### src/rtl/pll_loader_pkg.sv
package pll_loader_pkg;
  typedef enum logic [1:0] {CTL_IDLE, CTL_FETCH, CTL_SHIFT} ctl_state_t;
  typedef enum logic [1:0] {SER_IDLE, SER_BITS, SER_LATCH} ser_state_t;
endpackage

### src/rtl/pll_fetch.sv
module pll_fetch #(
  parameter int ADDR_W    = 8,
  parameter int BASE_ADDR = 8,
  parameter int BYTES     = 3,
  parameter int BYTE_W    = 8,
  localparam int FRAME_W  = BYTES * BYTE_W
) (
  input  logic               clk,
  input  logic               rst,
  input  logic               go,
  input  logic               blk,
  output logic               mem_rd,
  output logic [ADDR_W-1:0]  mem_addr,
  input  logic [BYTE_W-1:0]  mem_rdata,
  output logic [FRAME_W-1:0] word,
  output logic               word_ok
);
  localparam int CNT_W = $clog2(BYTES + 1);
  localparam logic [CNT_W-1:0]  LAST = CNT_W'(BYTES - 1);
  localparam logic [ADDR_W-1:0] LO   = ADDR_W'(BASE_ADDR);
  localparam logic [ADDR_W-1:0] HI   = ADDR_W'(BASE_ADDR + 2 * BYTES - 1);

  logic             issuing, rd_q, blk_q;
  logic [CNT_W-1:0] idx, got;

  always_ff @(posedge clk) begin
    if (rst) begin
      issuing  <= 1'b0;
      rd_q     <= 1'b0;
      blk_q    <= 1'b0;
      idx      <= '0;
      got      <= '0;
      mem_rd   <= 1'b0;
      mem_addr <= '0;
      word     <= '0;
      word_ok  <= 1'b0;
    end else begin
      word_ok <= 1'b0;
      mem_rd  <= 1'b0;
      rd_q    <= mem_rd;
      if (issuing) begin
        mem_rd   <= 1'b1;
        mem_addr <= ADDR_W'(BASE_ADDR + (blk_q ? BYTES : 0) + int'(idx));
        idx      <= idx + 1'b1;
        if (idx == LAST) issuing <= 1'b0;
      end
      if (rd_q) begin
        word <= {word[FRAME_W-BYTE_W-1:0], mem_rdata};
        got  <= got + 1'b1;
        if (got == LAST) word_ok <= 1'b1;
      end
      if (go) begin
        issuing <= 1'b1;
        idx     <= '0;
        got     <= '0;
        blk_q   <= blk;
      end
    end
  end

  AST_ADDR_WINDOW: assert property (@(posedge clk) disable iff (rst)
    mem_rd |-> (mem_addr >= LO && mem_addr <= HI));
  AST_READ_LATENCY: assert property (@(posedge clk) disable iff (rst)
    word_ok |-> $past(rd_q));
endmodule

### src/rtl/pll_serial.sv
module pll_serial
  import pll_loader_pkg::*;
#(
  parameter int FRAME_W = 24,
  parameter int HALF    = 2
) (
  input  logic               clk,
  input  logic               rst,
  input  logic               load,
  input  logic [FRAME_W-1:0] word,
  output logic               ser_data,
  output logic               ser_clk,
  output logic               ser_latch,
  output logic               fin
);
  localparam int DIV_W = (HALF > 1) ? $clog2(HALF) : 1;
  localparam int BIT_W = $clog2(FRAME_W);
  localparam logic [DIV_W-1:0] DIV_LAST = DIV_W'(HALF - 1);
  localparam logic [BIT_W-1:0] BIT_LAST = BIT_W'(FRAME_W - 1);

  ser_state_t         st;
  logic [DIV_W-1:0]   div;
  logic [BIT_W-1:0]   bitn;
  logic               lph;
  logic [FRAME_W-1:0] shreg;
  logic               tick;

  assign tick = (div == DIV_LAST);

  always_ff @(posedge clk) begin
    if (rst) begin
      st        <= SER_IDLE;
      div       <= '0;
      bitn      <= '0;
      lph       <= 1'b0;
      shreg     <= '0;
      ser_data  <= 1'b0;
      ser_clk   <= 1'b0;
      ser_latch <= 1'b0;
      fin       <= 1'b0;
    end else begin
      fin <= 1'b0;
      case (st)
        SER_IDLE: begin
          div <= '0;
          if (load) begin
            shreg    <= word;
            ser_data <= word[FRAME_W-1];
            bitn     <= '0;
            ser_clk  <= 1'b0;
            st       <= SER_BITS;
          end
        end
        SER_BITS: begin
          div <= tick ? '0 : div + 1'b1;
          if (tick) begin
            if (!ser_clk) begin
              ser_clk <= 1'b1;
            end else begin
              ser_clk <= 1'b0;
              if (bitn == BIT_LAST) begin
                st        <= SER_LATCH;
                ser_latch <= 1'b1;
                ser_data  <= 1'b0;
                lph       <= 1'b0;
              end else begin
                shreg    <= shreg << 1;
                ser_data <= shreg[FRAME_W-2];
                bitn     <= bitn + 1'b1;
              end
            end
          end
        end
        SER_LATCH: begin
          div <= tick ? '0 : div + 1'b1;
          if (tick) begin
            if (!lph) begin
              lph <= 1'b1;
            end else begin
              ser_latch <= 1'b0;
              fin       <= 1'b1;
              st        <= SER_IDLE;
            end
          end
        end
        default: st <= SER_IDLE;
      endcase
    end
  end

  AST_LATCH_CLK_LOW: assert property (@(posedge clk) disable iff (rst)
    ser_latch |-> !ser_clk);
  AST_DATA_HOLD: assert property (@(posedge clk) disable iff (rst)
    (ser_clk && $past(ser_clk)) |-> $stable(ser_data));
  AST_LATCH_MIN_WIDTH: assert property (@(posedge clk) disable iff (rst)
    $rose(ser_latch) |=> ser_latch);
endmodule

### src/rtl/pll_loader.sv
module pll_loader
  import pll_loader_pkg::*;
#(
  parameter int ADDR_W    = 8,
  parameter int BASE_ADDR = 8,
  parameter int HALF      = 2
) (
  input  logic              clk,
  input  logic              rst,
  input  logic              start,
  output logic              mem_rd,
  output logic [ADDR_W-1:0] mem_addr,
  input  logic [7:0]        mem_rdata,
  output logic              ser_data,
  output logic              ser_clk,
  output logic              ser_latch,
  output logic              done
);
  localparam int BYTES   = 3;
  localparam int BYTE_W  = 8;
  localparam int FRAME_W = BYTES * BYTE_W;

  ctl_state_t         st;
  logic               blk, go, load, word_ok, fin;
  logic [FRAME_W-1:0] word;

  pll_fetch #(.ADDR_W(ADDR_W), .BASE_ADDR(BASE_ADDR), .BYTES(BYTES), .BYTE_W(BYTE_W)) u_fetch (
    .clk(clk), .rst(rst), .go(go), .blk(blk), .mem_rd(mem_rd), .mem_addr(mem_addr),
    .mem_rdata(mem_rdata), .word(word), .word_ok(word_ok)
  );

  pll_serial #(.FRAME_W(FRAME_W), .HALF(HALF)) u_serial (
    .clk(clk), .rst(rst), .load(load), .word(word), .ser_data(ser_data),
    .ser_clk(ser_clk), .ser_latch(ser_latch), .fin(fin)
  );

  always_ff @(posedge clk) begin
    if (rst) begin
      st   <= CTL_IDLE;
      blk  <= 1'b0;
      go   <= 1'b0;
      load <= 1'b0;
      done <= 1'b0;
    end else begin
      go   <= 1'b0;
      load <= 1'b0;
      done <= 1'b0;
      case (st)
        CTL_IDLE: if (start) begin
          blk <= 1'b0;
          go  <= 1'b1;
          st  <= CTL_FETCH;
        end
        CTL_FETCH: if (word_ok) begin
          load <= 1'b1;
          st   <= CTL_SHIFT;
        end
        CTL_SHIFT: if (fin) begin
          if (!blk) begin
            blk <= 1'b1;
            go  <= 1'b1;
            st  <= CTL_FETCH;
          end else begin
            done <= 1'b1;
            st   <= CTL_IDLE;
          end
        end
        default: st <= CTL_IDLE;
      endcase
    end
  end

  AST_DONE_SINGLE: assert property (@(posedge clk) disable iff (rst)
    done |=> !done);
  AST_FETCH_QUIET: assert property (@(posedge clk) disable iff (rst)
    mem_rd |-> (!ser_clk && !ser_latch));
  AST_NO_RESTART: assert property (@(posedge clk) disable iff (rst)
    (start && st != CTL_IDLE) |=> !(go && !blk));
endmodule

### config.mk
export PLATFORM = sky130hd
export DESIGN_NAME = pll_loader
export DESIGN_NICKNAME = d
export VERILOG_FILES = /design/src/rtl/pll_loader_pkg.sv /design/src/rtl/pll_fetch.sv /design/src/rtl/pll_serial.sv /design/src/rtl/pll_loader.sv
export SDC_FILE = /design/constraint.sdc
export NUM_CORES = 1
export LEC_CHECK = 0
export CORE_MARGIN = 10
export CORE_UTILIZATION = 55
export CTS_BUF_LIST = sky130_fd_sc_hd__clkbuf_4 sky130_fd_sc_hd__clkbuf_8
export DETAILED_ROUTE_END_ITERATION = 10
export DONT_BUFFER_PORTS = 1
export GPL_TIMING_DRIVEN = 0
export PLACE_DENSITY_LB_ADDON = 0.2
export SYNTH_ARGS = -nofsm -noshare
export SYNTH_HDL_FRONTEND = slang
export SYNTH_SLANG_ARGS = --single-unit
### constraint.sdc
create_clock -name clk -period 2.2 [get_ports clk]
set_clock_uncertainty 0.05 [all_clocks]
set_input_delay 0.33 -clock clk [delete_from_list [all_inputs] [get_ports clk]]
set_output_delay 0.33 -clock clk [all_outputs]
set_load 0.05 [all_outputs]
==> results.json, run 1 <==
{
  "vias_per_cell": 5.53,
  "path_class": "reg -> reg",
  "crit_buf_inv": 1,
  "setup_viol": 0,
  "ys_ff_latch": 79,
  "first_pass_iters": 4,
  "mostFrequentLayoutCells": "dfxtp_1, nor2_1, mux2i_1",
  "ys_async_sr_fraction_pct": 0,
  "nets": 392,
  "drc": 0,
  "grt_pass1_vias": 2449,
  "pre_cts_ws_ns": 0.0801,
  "final-instance-count-excl-fill": 450,
  "yosys.area.top_type_share_pct": 46.5,
  "crit_path_start_kind": "flip-flop",
  "die_y_um": 98.7,
  "antenna_found_initial": 0,
  "worstPathArrival_ns": 2.25,
  "drtIter0Drc": 135,
  "worst-path-max-fanout": 8,
  "max-slew-margin-rel_pct": 57.1,
  "yosys_warnings": 0,
  "worstPathRequired_ns": 2.43,
  "cts_tree": "built",
  "path_cells": "a21boi_2, or2_1, buf_6, or3_1, a21oi_1",
  "hp-start": "mem_rdata[5]",
  "fp.dieArea_um2": 9740,
  "tightest_slew_ns": 0.643,
  "yosys-top-cells-area": "dfxtp_1, mux2i_1, nor2_1, a211oi_2, ha_1",
  "clkSinkCount": 79,
  "power_leakage_nw": 1.25,
  "synth_edf_count": 0,
  "track_usage_pct": 14.6,
  "power_density_nw_per_um2": 769,
  "grt_pass1_wl_mm": 11.7,
  "crit_family": "flip-flops",
  "wl_per_cell_um": 15.6,
  "cts_htree_levels": 3,
  "highest_layer": "met4",
  "final_common_cell": "dfxtp_1",
  "min_period_over_period_pct": 91.7,
  "drive_above_1_share_pct": 12.5,
  "n_antenna_cell": 0,
  "min_path_type": "in -> reg",
  "synth_top_area_cell": "dfxtp_1",
  "met3_length_um": 302,
  "ys.flop_type": "dfxtp_1",
  "slowest_delay_ns": 0.74,
  "syn_avg_cell_area_um2": 9.59,
  "dieWidth_um": 98.7,
  "rows": 28,
  "met1_length_mm": 3.38,
  "wl_met2_mm": 3.27,
  "grt_max_degree": 13,
  "ys_seq_area_share_pct": 46.5,
  "vias": 2490,
  "gp_congestion": 0.804,
  "syn_inst": 355,
  "cts_buffer_depth": 2,
  "gr-total-overflow": 0,
  "numPlacedInstances": 433,
  "vdd_drop_max_mv": 0.475,
  "synthDistinctLibCells": 42,
  "place_hpwl_mm": 4.83,
  "ant_nets": 0,
  "insertion_delay_ns": 0.35,
  "netlist_area_um2": 3400,
  "rsz0062_at_grt": "no",
  "cp-end-kind": "flip-flop",
  "numPortBuffers": 0,
  "fillers": 515,
  "ios": 24,
  "timing.rr.start": "u_serial.ser_clk",
  "coreArea_um2": 5960,
  "start_util_pct": 57.2,
  "crit_path_start": "u_serial.ser_clk",
  "fin_setup_tns_ns": 0,
  "cts_buffers": 9,
  "cts_root_buf": "clkbuf_8",
  "status": "finished clean",
  "period_minus_slack_ns": 2.02,
  "fin_ws_ns": 0.182,
  "cp_slowest_cell": "dfxtp_1",
  "drt_wl_total_mm": 7.03,
  "slew_viol_final": 0,
  "maxCapViolCount": 0,
  "syn_to_final_growth_pct": 9.44,
  "hold_viol": 0,
  "clkSlewWorstSetupHoldPaths_ns": 0.08,
  "fmax_mhz": 496
}
worst reg2reg max path, stage by stage (launching register included):
cell and delay (ns):
dfxtp_1 0.74, a21boi_2 0.25, or2_1 0.29, buf_6 0.14, or3_1 0.34, a21oi_1 0.14
cell usage after synthesis, types with 3 or more instances:
cell type / count
dfxtp_1: 79
nor2_1: 67
mux2i_1: 49
a21oi_1: 16
a211oi_1: 14
inv_1: 12
nor3_1: 11
o21ai_0: 11
a211oi_2: 10
buf_2: 9
clkbuf_1: 9
ha_1: 9
nand2_1: 8
buf_4: 5
nand3_1: 5
nor2b_1: 5
nand2b_1: 3
through the flow:
| step | utilization [%] | power, mW | hold slack [ns] | area, µm² |
|---|---|---|---|---|
| 2_1_floorplan | - | 1.73 | 0.396 | 3420 |
| 3_5_place_dp | 58.9 | 1.78 | 0.424 | 3510 |
| 4_1_cts | 62.3 | 2.87 | 0.0645 | 3710 |
| 6_report | 62.6 | 2.87 | 0.0758 | 3730 |
| 5_1_grt | 62.6 | 2.95 | 0.0766 | 3730 |
| 3_3_place_gp | 58.9 | 1.78 | 0.415 | 3510 |
report_power, final:
group / switching, mW / leakage [nW] / internal (mW)
combinational: 0.161 / 0.513 / 0.0935
clock: 0.524 / 0.102 / 0.591
sequential: 0.0396 / 0.638 / 1.46
total: 0.725 / 1.25 / 2.14
cell type report:
cell class,instances,area (µm²),share of cell area [%]
flip-flops and latches,79,1580,42.4
multi-input cells,240,1640,44.1
clock inverters,3,42.5,1.14
clock buffers,12,159,4.26
plain buffers,27,146,3.93
well taps,75,93.8,2.52
inverters,12,45.0,1.21
repair buffers,2,15.0,0.403
flip-flops by register name, indices dropped and copies added, names as in the netlist, 2 cells and up:
| name | flops |
|---|---|
| st | 2 |
| u_fetch.got | 2 |
| u_fetch.idx | 2 |
| u_fetch.mem_addr | 4 |
| u_fetch.word | 24 |
| u_serial.bitn | 5 |
| u_serial.shreg | 23 |
| u_serial.st | 2 |
final timing paths:
check	endpoint	slack (ns)	cells past startpoint
max	u_serial.bitn[0]	0.18	5
min reg2reg	load	0.43	2
min	u_fetch.word[5]	0.08	2
max reg2reg	u_serial.bitn[0]	0.18	5
cell families (layout without fill, tap and decap cells):
logic type	count (synthesis)	in the layout	share of synthesized area, %
muxes	50	50	14.8
and+or+nand+nor	113	113	15.0
AOI/OAI and AO/OA	61	61	13.6
other	1	4	0.110
DFF	79	79	46.5
buffers and inverters	39	56	5.62
xor gates and xnor gates	2	2	0.515
adders and majority gates	10	10	3.90
timing repair:
| action | in CTS | in global routing |
|---|---|---|
| setup endpoints to repair | 0 | 20 |
| resized for setup | 0 | 0 |
| hold endpoints to repair | 0 | 0 |
| hold buffers | 0 | 0 |
| buffers inserted | 0 | 2 |
routing by layer:
layer	GRT usage (%)	vias up
li1	-	1255
met1	17.8	1186
met2	22.7	41
met3	4.68	8
met4	6.95	0
met5	0	-
Note: power is estimated with default switching activity, not from simulation.
==> run 2, diff against run 1 <==
- CORE_UTILIZATION: 55 -> 45
==> run 2 against run 1 <==
Utilization is 10 points lower. Global-route usage is 1.7 points lower. Sequential share of layout area is 0.80 points lower. Maximum frequency is 0.54% lower. Worst setup slack worse by 0.011 ns. Via count is 1.1% lower. First-iteration DRC count is 32% lower. Critical path depth is 1 higher. Non-clock buffer count is 1 lower. Sequential power hardly changed. Largest power group unchanged. Total power is 7.2% higher.
==> results.json, run 2 (synthesis results as in run 1) <==
{
  "status": "finished clean",
  "grt_pass1_vias": 2335,
  "fp.dieArea_um2": 11400,
  "ios": 24,
  "gr-total-overflow": 0,
  "met3_length_um": 316,
  "antenna_found_initial": 0,
  "rows": 31,
  "crit_buf_inv": 2,
  "drc": 0,
  "worstPathArrival_ns": 2.18,
  "fmax_mhz": 493,
  "cp-end-kind": "flip-flop",
  "worstPathRequired_ns": 2.35,
  "n_antenna_cell": 0,
  "nets": 391,
  "power_density_nw_per_um2": 809,
  "regMostFlops": "u_fetch.word",
  "first_pass_iters": 4,
  "largestRegisters": "u_fetch.word: 24 flops, u_serial.shreg: 23 flops, u_serial.bitn: 5 flops",
  "coreArea_um2": 7290,
  "vias": 2462,
  "maxCapViolCount": 0,
  "die_y_um": 107,
  "path_class": "reg -> reg",
  "slowest_delay_ns": 0.40,
  "place_hpwl_mm": 4.91,
  "ctsHoldBuffers": 0,
  "mostFrequentLayoutCells": "dfxtp_1, nor2_1, mux2i_1",
  "cts_buffer_depth": 2,
  "cts_resized": 0,
  "ant_nets": 0,
  "met1_length_mm": 3.44,
  "grt_max_degree": 14,
  "syn_to_final_growth_pct": 11.5,
  "path_cells": "inv_1, ha_1, mux2i_2, a211oi_4, buf_2, a211oi_1",
  "track_usage_pct": 12.9,
  "drtIter0Drc": 92,
  "setup_viol": 0,
  "numPortBuffers": 0,
  "tightest_slew_ns": 0.656,
  "max-slew-margin-rel_pct": 56.3,
  "dieWidth_um": 107,
  "crit_family": "compound AO/OA/AOI/OAI gates",
  "rsz0062_at_grt": "no",
  "cts_tree": "built",
  "clkSlewWorstSetupHoldPaths_ns": 0.09,
  "insertion_delay_ns": 0.35,
  "largest_register_ffs": 24,
  "fin_util_pct": 52.1,
  "hold_viol": 0,
  "start_util_pct": 46.7,
  "final-instance-count-excl-fill": 474,
  "grt_pass1_wl_mm": 11.8,
  "highest_layer": "met4",
  "numPlacedInstances": 457,
  "min_period_over_period_pct": 92.2,
  "cp_slowest_cell": "dfxtp_1",
  "min_path_type": "in -> reg",
  "slew_viol_final": 0,
  "vdd_drop_max_mv": 0.502,
  "vias_per_cell": 5.19,
  "drive_above_1_share_pct": 12.5,
  "wl_met2_mm": 3.31,
  "wl_per_cell_um": 15.0,
  "period_minus_slack_ns": 2.03,
  "cts_root_buf": "clkbuf_8",
  "power_leakage_nw": 1.26,
  "cts_htree_levels": 3,
  "worst-path-max-fanout": 10,
  "final_common_cell": "dfxtp_1",
  "cts_buffers": 9,
  "clkSinkCount": 79,
  "drt_wl_total_mm": 7.13,
  "crit_path_start_kind": "flip-flop",
  "gp_congestion": 0.799,
  "postCtsSetupBuffers": 0,
  "fin_setup_tns_ns": 0
}
==> run 2: layout make-up <==
type,instances,area (µm²)
plain buffers,27,146
clock buffers,11,145
clock inverters,5,105
fillers,698,3490
inverters,12,45.0
multi-input cells,240,1640
flip-flops and latches,79,1580
well taps,99,124
repair buffers,1,7.51
==> run 2: per-stage QoR <==
stage	power [mW]	hold slack, ns	instance area (µm²)	setup slack (ns)
6_report	3.07	0.0783	3800	0.171
4_1_cts	3.10	0.0655	3790	0.0443
3_3_place_gp	1.78	0.418	3540	0.0817
2_1_floorplan	1.73	0.396	3420	0.341
3_5_place_dp	1.79	0.422	3540	0.0614
5_1_grt	3.18	0.0709	3800	0.00218
==> run 2: where the power goes <==
part           leakage, nW  internal, mW  switching [mW]  total (mW)
Clock                0.119         0.797           0.523        1.32
Combinational        0.507        0.0931           0.162       0.256
Sequential           0.638          1.46          0.0396        1.50
Total                 1.26          2.35           0.725        3.07
==> run 2: final timing paths <==
kind / start / to / slack [ns] / cells past startpoint
max: u_serial.st[1] / u_serial.shreg[18] / 0.17 / 6
min: mem_rdata[7] / u_fetch.word[7] / 0.08 / 2
max reg2reg: u_serial.st[1] / u_serial.shreg[18] / 0.17 / 6
min reg2reg: u_fetch.word_ok / load / 0.43 / 2
==> run 2: layer usage <==
metal | GRT usage (%) | vias up
li1 | - | 1249
met1 | 16.5 | 1167
met2 | 20.1 | 40
met3 | 4.37 | 6
met4 | 3.77 | 0
met5 | 0 | -
